$ cat config.mk
export PLATFORM = sky130hd
export DESIGN_NAME = cluster_pmu
export DESIGN_NICKNAME = d
export VERILOG_FILES = /design/src/rtl/pmu_pkg.sv /design/src/rtl/pmu_bus_port.sv /design/src/rtl/pmu_evt_counter.sv /design/src/rtl/pmu_cyc_counter.sv /design/src/rtl/cluster_pmu.sv
export SDC_FILE = /design/constraint.sdc
export NUM_CORES = 1
export LEC_CHECK = 0
export BUFFER_PORTS_ARGS = -buffer_cell sky130_fd_sc_hd__buf_2
export CAP_MARGIN = 0
export CORE_UTILIZATION = 55
export CTS_CLUSTER_SIZE = 40
export DETAILED_ROUTE_END_ITERATION = 10
export PLACE_DENSITY_LB_ADDON = 0.15
export SKIP_CTS_REPAIR_TIMING = 1
export SYNTH_ARGS = -nofsm -noshare
export SYNTH_HDL_FRONTEND = slang
export SYNTH_SLANG_ARGS = --single-unit
$ cat constraint.sdc
create_clock -name clk -period 5.27 [get_ports clk]
set_input_delay 0.2635 -clock clk [delete_from_list [all_inputs] [get_ports clk]]
set_output_delay 0.2635 -clock clk [all_outputs]
set_load 0.05 [all_outputs]
$ cat src/rtl/pmu_pkg.sv
package pmu_pkg;
  localparam int DATA_W  = 32;
  localparam int TYPE_W  = 8;
  localparam int CYC_BIT = 31;
  localparam logic [TYPE_W-1:0] EVT_CYCLES = 8'h11;
  localparam logic [TYPE_W-1:0] EVT_CHAIN  = 8'h1E;

  typedef enum logic [3:0] {
    RA_CTRL    = 4'd0,
    RA_EN_SET  = 4'd1,
    RA_EN_CLR  = 4'd2,
    RA_OVF_SET = 4'd3,
    RA_OVF_CLR = 4'd4,
    RA_SEL     = 4'd5,
    RA_IE_SET  = 4'd6,
    RA_IE_CLR  = 4'd7,
    RA_CYC_LO  = 4'd8,
    RA_CYC_HI  = 4'd9,
    RA_EVTYPE  = 4'd10,
    RA_EVCNT   = 4'd11,
    RA_AVL_LO  = 4'd12,
    RA_AVL_HI  = 4'd13
  } reg_addr_e;
endpackage

$ cat src/rtl/pmu_bus_port.sv
module pmu_bus_port #(
  parameter int AW = 4,
  parameter int DW = 32
) (
  input  logic          clk,
  input  logic          rst_n,
  input  logic          req_valid,
  output logic          req_ready,
  input  logic          req_write,
  input  logic [AW-1:0] req_addr,
  input  logic [DW-1:0] req_wdata,
  output logic          rsp_valid,
  input  logic          rsp_ready,
  output logic [DW-1:0] rsp_rdata,
  output logic          acc,
  output logic          acc_write,
  output logic [AW-1:0] acc_addr,
  output logic [DW-1:0] acc_wdata,
  input  logic [DW-1:0] rd_data
);
  // A new request may enter only when the response slot is free or draining.
  assign req_ready = !rsp_valid || rsp_ready;
  assign acc       = req_valid && req_ready;
  assign acc_write = req_write;
  assign acc_addr  = req_addr;
  assign acc_wdata = req_wdata;

  always_ff @(posedge clk or negedge rst_n) begin
    if (!rst_n) begin
      rsp_valid <= 1'b0;
      rsp_rdata <= '0;
    end else if (acc) begin
      rsp_valid <= 1'b1;
      rsp_rdata <= req_write ? '0 : rd_data;
    end else if (rsp_ready) begin
      rsp_valid <= 1'b0;
    end
  end

  // a stalled response stays put
  a_r2_rsp_hold: assert property (@(posedge clk) disable iff (!rst_n)
    rsp_valid && !rsp_ready |=> rsp_valid && $stable(rsp_rdata));
endmodule

$ cat src/rtl/pmu_evt_counter.sv
module pmu_evt_counter
  import pmu_pkg::*;
#(
  parameter int NUM_EVT_IN = 64
) (
  input  logic                  clk,
  input  logic                  rst_n,
  input  logic                  cnt_en,
  input  logic                  zero,
  input  logic                  wr_type,
  input  logic                  wr_cnt,
  input  logic [DATA_W-1:0]     wdata,
  input  logic [NUM_EVT_IN-1:0] evt_in,
  input  logic                  chain_in,
  output logic [DATA_W-1:0]     count,
  output logic [TYPE_W-1:0]     evtype,
  output logic                  wrap
);
  localparam int IDX_W = (NUM_EVT_IN > 1) ? $clog2(NUM_EVT_IN) : 1;
  localparam logic [TYPE_W:0] CODE_LIM = NUM_EVT_IN[TYPE_W:0];

  logic hit, inc;

  always_comb begin
    case (evtype)
      EVT_CYCLES: hit = 1'b1;
      EVT_CHAIN:  hit = chain_in;
      default:    hit = ({1'b0, evtype} < CODE_LIM) ? evt_in[evtype[IDX_W-1:0]] : 1'b0;
    endcase
  end

  // Software writes and the zeroing strobe win over an increment.
  assign inc  = cnt_en && hit && !zero && !wr_cnt;
  assign wrap = inc && (count == '1);

  always_ff @(posedge clk or negedge rst_n) begin
    if (!rst_n) begin
      count  <= '0;
      evtype <= '0;
    end else begin
      if (wr_type) evtype <= wdata[TYPE_W-1:0];
      if (zero)        count <= '0;
      else if (wr_cnt) count <= wdata;
      else if (inc)    count <= count + 1'b1;
    end
  end

  // a disabled counter with no software access holds its value
  a_r3_hold: assert property (@(posedge clk) disable iff (!rst_n)
    !cnt_en && !zero && !wr_cnt |=> $stable(count));
  // a wrap leaves the counter at zero
  a_r6_wrap_zero: assert property (@(posedge clk) disable iff (!rst_n)
    wrap |=> count == '0);
endmodule

$ cat src/rtl/pmu_cyc_counter.sv
module pmu_cyc_counter
  import pmu_pkg::*;
(
  input  logic                clk,
  input  logic                rst_n,
  input  logic                cnt_en,
  input  logic                zero,
  input  logic                wr_lo,
  input  logic                wr_hi,
  input  logic [DATA_W-1:0]   wdata,
  output logic [2*DATA_W-1:0] count,
  output logic                wrap
);
  logic inc;
  assign inc  = cnt_en && !zero && !wr_lo && !wr_hi;
  assign wrap = inc && (&count);

  always_ff @(posedge clk or negedge rst_n) begin
    if (!rst_n) begin
      count <= '0;
    end else if (zero) begin
      count <= '0;
    end else if (wr_lo || wr_hi) begin
      if (wr_lo) count[DATA_W-1:0]        <= wdata;
      if (wr_hi) count[2*DATA_W-1:DATA_W] <= wdata;
    end else if (inc) begin
      count <= count + 1'b1;
    end
  end

  // each enabled cycle adds exactly one
  a_r9_step: assert property (@(posedge clk) disable iff (!rst_n)
    inc |=> count == $past(count) + 1'b1);
endmodule

$ cat src/rtl/cluster_pmu.sv
module cluster_pmu
  import pmu_pkg::*;
#(
  parameter int          NUM_CNT    = 4,
  parameter int          NUM_EVT_IN = 64,
  parameter logic [7:0]  ID_CODE    = 8'h5A,
  parameter logic [7:0]  IMPL_CODE  = 8'hC3,
  parameter logic [63:0] AVAIL_MAP  = 64'h0000_0123_4002_0000
) (
  input  logic                  clk,
  input  logic                  rst_n,
  input  logic                  req_valid,
  output logic                  req_ready,
  input  logic                  req_write,
  input  logic [3:0]            req_addr,
  input  logic [31:0]           req_wdata,
  output logic                  rsp_valid,
  input  logic                  rsp_ready,
  output logic [31:0]           rsp_rdata,
  input  logic [NUM_EVT_IN-1:0] evt_in,
  output logic                  irq
);
  localparam logic [DATA_W-1:0] IMPL_MASK =
    32'h8000_0000 | ((32'h1 << NUM_CNT) - 32'h1);
  localparam logic [4:0] N_FIELD = NUM_CNT[4:0];
  localparam logic [5:0] SEL_LIM = NUM_CNT[5:0];
  localparam logic [4:0] CYC_IDX = 5'(CYC_BIT);

  logic              acc, acc_write;
  logic [3:0]        acc_addr;
  logic [DATA_W-1:0] acc_wdata, rd_data;
  reg_addr_e         ra;

  pmu_bus_port #(.AW(4), .DW(DATA_W)) u_port (
    .clk, .rst_n, .req_valid, .req_ready, .req_write, .req_addr, .req_wdata,
    .rsp_valid, .rsp_ready, .rsp_rdata,
    .acc, .acc_write, .acc_addr, .acc_wdata, .rd_data
  );

  assign ra = reg_addr_e'(acc_addr);

  logic              glob_en;
  logic [DATA_W-1:0] cnt_en_q, int_en_q, ovf_q, hw_ovf;
  logic [4:0]        sel_q;
  logic              wr, sel_ok, sel_cyc, zero_evt, zero_cyc;

  assign wr       = acc && acc_write;
  assign sel_cyc  = (sel_q == CYC_IDX);
  assign sel_ok   = ({1'b0, sel_q} < SEL_LIM) || sel_cyc;
  assign zero_evt = wr && (ra == RA_CTRL) && acc_wdata[1];
  assign zero_cyc = wr && (ra == RA_CTRL) && acc_wdata[2];

  // ---------------- counters ----------------
  logic [DATA_W-1:0]   cnt_val  [NUM_CNT];
  logic [TYPE_W-1:0]   type_val [NUM_CNT];
  logic                chain_w  [NUM_CNT+1];
  logic [2*DATA_W-1:0] cyc_val;
  logic                cyc_wrap;

  assign chain_w[0] = 1'b0;

  for (genvar i = 0; i < NUM_CNT; i++) begin : g_cnt
    logic sel_me;
    assign sel_me = (sel_q == 5'(i));
    pmu_evt_counter #(.NUM_EVT_IN(NUM_EVT_IN)) u_cnt (
      .clk, .rst_n,
      .cnt_en   (glob_en && cnt_en_q[i]),
      .zero     (zero_evt),
      .wr_type  (wr && (ra == RA_EVTYPE) && sel_me),
      .wr_cnt   (wr && (ra == RA_EVCNT) && sel_me),
      .wdata    (acc_wdata),
      .evt_in   (evt_in),
      .chain_in (chain_w[i]),
      .count    (cnt_val[i]),
      .evtype   (type_val[i]),
      .wrap     (chain_w[i+1])
    );
  end

  pmu_cyc_counter u_cyc (
    .clk, .rst_n,
    .cnt_en (glob_en && cnt_en_q[CYC_BIT]),
    .zero   (zero_cyc),
    .wr_lo  (wr && ((ra == RA_CYC_LO) || ((ra == RA_EVCNT) && sel_cyc))),
    .wr_hi  (wr && (ra == RA_CYC_HI)),
    .wdata  (acc_wdata),
    .count  (cyc_val),
    .wrap   (cyc_wrap)
  );

  always_comb begin
    hw_ovf = '0;
    hw_ovf[CYC_BIT] = cyc_wrap;
    for (int i = 0; i < NUM_CNT; i++) hw_ovf[i] = chain_w[i+1];
  end

  // ---------------- control state ----------------
  function automatic logic [DATA_W-1:0] w1(input logic hit, input logic [DATA_W-1:0] d);
    return hit ? d : '0;
  endfunction

  always_ff @(posedge clk or negedge rst_n) begin
    if (!rst_n) begin
      glob_en  <= 1'b0;
      cnt_en_q <= '0;
      int_en_q <= '0;
      ovf_q    <= '0;
      sel_q    <= '0;
    end else begin
      if (wr && (ra == RA_CTRL)) glob_en <= acc_wdata[0];
      if (wr && (ra == RA_SEL))  sel_q   <= acc_wdata[4:0];
      cnt_en_q <= (cnt_en_q | w1(wr && ra == RA_EN_SET, acc_wdata))
                  & ~w1(wr && ra == RA_EN_CLR, acc_wdata) & IMPL_MASK;
      int_en_q <= (int_en_q | w1(wr && ra == RA_IE_SET, acc_wdata))
                  & ~w1(wr && ra == RA_IE_CLR, acc_wdata) & IMPL_MASK;
      // A wrap in the same cycle as a clear keeps its flag.
      ovf_q    <= (((ovf_q | w1(wr && ra == RA_OVF_SET, acc_wdata))
                  & ~w1(wr && ra == RA_OVF_CLR, acc_wdata)) | hw_ovf) & IMPL_MASK;
    end
  end

  assign irq = |(ovf_q & int_en_q);

  // ---------------- read mux ----------------
  always_comb begin
    rd_data = '0;
    case (ra)
      RA_CTRL:               rd_data = {IMPL_CODE, ID_CODE, N_FIELD, 10'b0, glob_en};
      RA_EN_SET, RA_EN_CLR:  rd_data = cnt_en_q;
      RA_IE_SET, RA_IE_CLR:  rd_data = int_en_q;
      RA_OVF_SET, RA_OVF_CLR: rd_data = ovf_q;
      RA_SEL:                rd_data = {27'b0, sel_q};
      RA_CYC_LO:             rd_data = cyc_val[DATA_W-1:0];
      RA_CYC_HI:             rd_data = cyc_val[2*DATA_W-1:DATA_W];
      RA_AVL_LO:             rd_data = AVAIL_MAP[31:0];
      RA_AVL_HI:             rd_data = AVAIL_MAP[63:32];
      RA_EVTYPE: begin
        if (sel_cyc) rd_data = {24'b0, EVT_CYCLES};
        for (int i = 0; i < NUM_CNT; i++)
          if (sel_q == 5'(i)) rd_data = {24'b0, type_val[i]};
      end
      RA_EVCNT: begin
        if (sel_cyc) rd_data = cyc_val[DATA_W-1:0];
        for (int i = 0; i < NUM_CNT; i++)
          if (sel_q == 5'(i)) rd_data = cnt_val[i];
      end
      default: rd_data = '0;
    endcase
    if (!sel_ok && (ra == RA_EVTYPE || ra == RA_EVCNT)) rd_data = '0;
  end

  // a cycle-counter wrap raises overflow bit 31
  a_r9_wrap_flag: assert property (@(posedge clk) disable iff (!rst_n)
    cyc_wrap |=> ovf_q[CYC_BIT]);
  // the interrupt holds until software clears a flag or an enable
  a_r8_irq_hold: assert property (@(posedge clk) disable iff (!rst_n)
    irq && !(wr && (ra == RA_OVF_CLR || ra == RA_IE_CLR)) |=> irq);
  // a counter wrap always leaves its flag set
  a_r7_hw_wins: assert property (@(posedge clk) disable iff (!rst_n)
    chain_w[1] |=> ovf_q[0]);
endmodule

==> flow_metrics.env <==
export IMPL_status="complete, but fails checks"
export IMPL_violations="DRC"
export IMPL_clk_pin_slew_ns=0.07
export IMPL_synth_edf_count=0
export IMPL_num_antenna_cells=0
export IMPL_die_area_um2=37000
export IMPL_fill_cells=3073
export IMPL_syn_inst=2306
export IMPL_yosysTopAreaCell="dfrtp_1"
export IMPL_seq_area_um2=6960
export IMPL_ir_drop_mv=0.303
export IMPL_crit_type="register to register"
export IMPL_worst_pin_slew_ns=1.24
export IMPL_fmax_ghz=0.248
export IMPL_ios=140
export IMPL_skew_ns=0.0293
export IMPL_pwr_share_clk_pct=36.1
export IMPL_synth_seq_area_share_pct=34.9
export IMPL_p_int_mw=4.25
export IMPL_core_um2=35700
export IMPL_ant_nets=0
export IMPL_grt_use_total_pct=39.6
export IMPL_first_iter_violations=2566
export IMPL_fin_area_um2=21800
export IMPL_drc=8
export IMPL_clock_latency_ns=0.61
export IMPL_multiInputGateArea_um2=12100
export IMPL_p_comb_share_pct=20.8
export IMPL_route_final_wire_length_mm=73.8
export IMPL_grt_max_degree=97
export IMPL_dr_total_vias=19670
export IMPL_rows=69
export IMPL_yosys_warnings=0
export IMPL_finalCritPeriodShare_pct=76.4
export IMPL_required_ns=5.72
export IMPL_maxCapViolations=0
export IMPL_drt_first_pass_iters=9
export IMPL_initial_core_util_pct=55.9
export IMPL_area_growth_pct=9.46
export IMPL_synth_area_leaders="dfrtp_1 35%, o21ai_0 6.5%, a21oi_1 5.5%"
export IMPL_cts_htree_levels=1
export IMPL_hold_viol=0
export IMPL_critPathLaunchType="register"
export IMPL_syn_nets=2416
export IMPL_grt_pass1_wl_mm=111
export IMPL_power_leakage_nw=8.52
export IMPL_cts_root_buf="clkbuf_16"
export IMPL_p_switching_mw=2.16
export IMPL_numCtsBuffers=31
export IMPL_power_share_sequential_pct=43.1
export IMPL_ys_ff_latch=278
export IMPL_synth_cell_types=95
export IMPL_die_w_um=192
export IMPL_tns_ns=0
export IMPL_drv_slew=0
export IMPL_layout_drive_gt1_share_pct=15.2
export IMPL_routed_wire_length_per_instance_um=26.3
export IMPL_cts_sinks=278
export IMPL_die_height_um=192
export IMPL_crit_path_end_kind="register"
export IMPL_async_flop_share_pct=100
export IMPL_avgSynthCellArea_um2=8.65
export IMPL_grt_pass1_vias=18108
export IMPL_synth_top_area_share_pct=34.9
export IMPL_place_area_um2=20800
export IMPL_grt_antenna_before_repair=0
export IMPL_p_sw_share_pct=33.7
export IMPL_synth_ff_type="dfrtp_1"
export IMPL_vias_per_cell=7.00
export IMPL_max_clock_path_buffers=3
export IMPL_gp_congestion=0.977
export IMPL_cp_data_arrival_time_ns=4.47
export IMPL_cp_max_fo=32
export IMPL_min_path_type="input pin to register"
export IMPL_netlist_area_um2=19900
export IMPL_nets=2439
export IMPL_rsz0062_at_grt="no"
export IMPL_cts_tree="built"
export IMPL_finalSetupViolCount=0
export IMPL_grt_overflow_total=0
export IMPL_io_buffers=139
export IMPL_period_minus_slack_ns=4.03
export IMPL_cellPowerDensity_nw_per_um2=294
export IMPL_dpl_hpwl_mm=53.1
export IMPL_relSlewSlack_pct=17.4
through the flow:
stage	utilization, %	setup slack (ns)	instances	hold slack, ns	power (mW)
after CTS	61.2	1.27	2807	-0.262	6.37
final	61.2	1.24	2809	0.0245	6.41
after detailed placement	58.2	1.30	2755	0.354	4.07
after global placement	58.2	1.30	2755	0.350	4.04
after global routing	61.2	0.968	2809	0.0236	6.62
after floorplan	-	1.97	2306	-0.0321	3.51
layout make-up:
class / count / area share (%)
Sequential cell: 278 / 31.9
Timing Repair Buffer: 173 / 4.54
Tap cell: 461 / 2.64
Inverter: 38 / 0.653
Clock buffer: 38 / 3.86
Multi-Input combinational cell: 1807 / 55.5
Clock inverter: 14 / 0.963
flip-flops by register name (all words and copies together), names as in the netlist:
name                flops
cnt_en_q                5
g_cnt.u_cnt.count     128
g_cnt.u_cnt.evtype     32
glob_en                 1
int_en_q                5
ovf_q                   5
sel_q                   5
u_cyc.count            64
u_port.rsp_rdata       32
u_port.rsp_valid        1
power groups by stage:
stage	sequential [mW]	combinational [mW]	clock, mW
2_1_floorplan	2.64	0.873	0
4_1_cts	2.75	1.30	2.33
6_report	2.77	1.33	2.31
3_3_place_gp	2.77	1.27	0
3_5_place_dp	2.78	1.29	0
5_1_grt	2.79	1.43	2.40
worst paths after layout:
check / start / slack [ns] / endpoint / depth (start not counted)
max: g_cnt[0].u_cnt.evtype[0]$_DFFE_PN0P_ / 1.24 / g_cnt[3].u_cnt.count[6]$_DFFE_PN0P_ / 10
min: req_wdata[28] / 0.02 / g_cnt[1].u_cnt.count[28]$_DFFE_PN0P_ / 3
max reg2reg: g_cnt[0].u_cnt.evtype[0]$_DFFE_PN0P_ / 1.24 / g_cnt[3].u_cnt.count[6]$_DFFE_PN0P_ / 10
min reg2reg: u_port.rsp_rdata[21]$_DFFE_PN0N_ / 0.47 / u_port.rsp_rdata[21]$_DFFE_PN0N_ / 2
max in group asynchronous: rst_n / 3.92 / u_cyc.count[57]$_DFFE_PN0P_ / 3
min in group asynchronous: rst_n / 0.30 / g_cnt[2].u_cnt.count[1]$_DFFE_PN0P_ / 2
logic make-up after synthesis:
group | after synthesis | share of synthesized area [%]
and+or+nand+nor | 768 | 19.4
buffers and inverters | 221 | 4.74
AOI/OAI and AO/OA | 729 | 22.6
xor gates and xnor gates | 115 | 5.05
adders and majority gates | 5 | 0.314
DFF | 278 | 34.9
muxes | 190 | 13.0
routing by layer:
layer	global-route usage [%]	wire length (um)
met1	57.3	31400
met2	59.9	32200
met3	7.95	7990
met4	11.5	2180
met5	0	0
worst max-delay path, cell delays in order (launching register included):
cell,delay (ns)
dfrtp_1,1.16
mux4_2,0.62
mux2i_1,0.20
nand3_1,0.10
o2111ai_1,0.25
nand4_1,0.34
and3_2,0.33
a31o_4,0.37
and2_1,0.24
xnor2_1,0.15
a21oi_1,0.08
layout by cell type (no fill, tap or decap), types with 13 or more instances in the layout:
master / netlist / layout
nor2_1: 153 / 149
a211oi_1: 23 / 23
buf_2: 12 / 138
xnor2_1: 65 / 65
a31oi_1: 19 / 19
inv_1: 36 / 36
and3_1: 51 / 51
nand2b_1: 13 / 13
a21oi_1: 220 / 220
dfrtp_1: 278 / 277
nand3_1: 87 / 84
and2_1: 20 / 20
buf_4: 5 / 30
nand2_1: 237 / 236
nand4_1: 57 / 57
mux2i_1: 93 / 93
a221oi_1: 61 / 61
xor2_1: 50 / 50
mux4_2: 39 / 39
a22oi_1: 21 / 21
nor3_1: 46 / 46
nor4_1: 25 / 24
mux2_2: 49 / 49
o21ai_0: 258 / 258
clkbuf_16: 0 / 31
cells in the mapped netlist, drive strengths merged (8+ instances only):
cell type	n
a211oi	23
a21oi	220
a221o	8
a221oi	61
a22oi	21
a31oi	19
and2	22
and3	52
and4	11
buf	39
clkbuf	144
dfrtp	278
inv	36
mux2	49
mux2i	93
mux4	48
nand2	238
nand2b	13
nand3	90
nand4	57
nor2	153
nor2b	12
nor3	50
nor4	31
o211ai	8
o21ai	261
o221ai	8
o22ai	12
or3	8
xnor2	65
xor2	50
No activity file was read; power rests on OpenSTA's default activity.
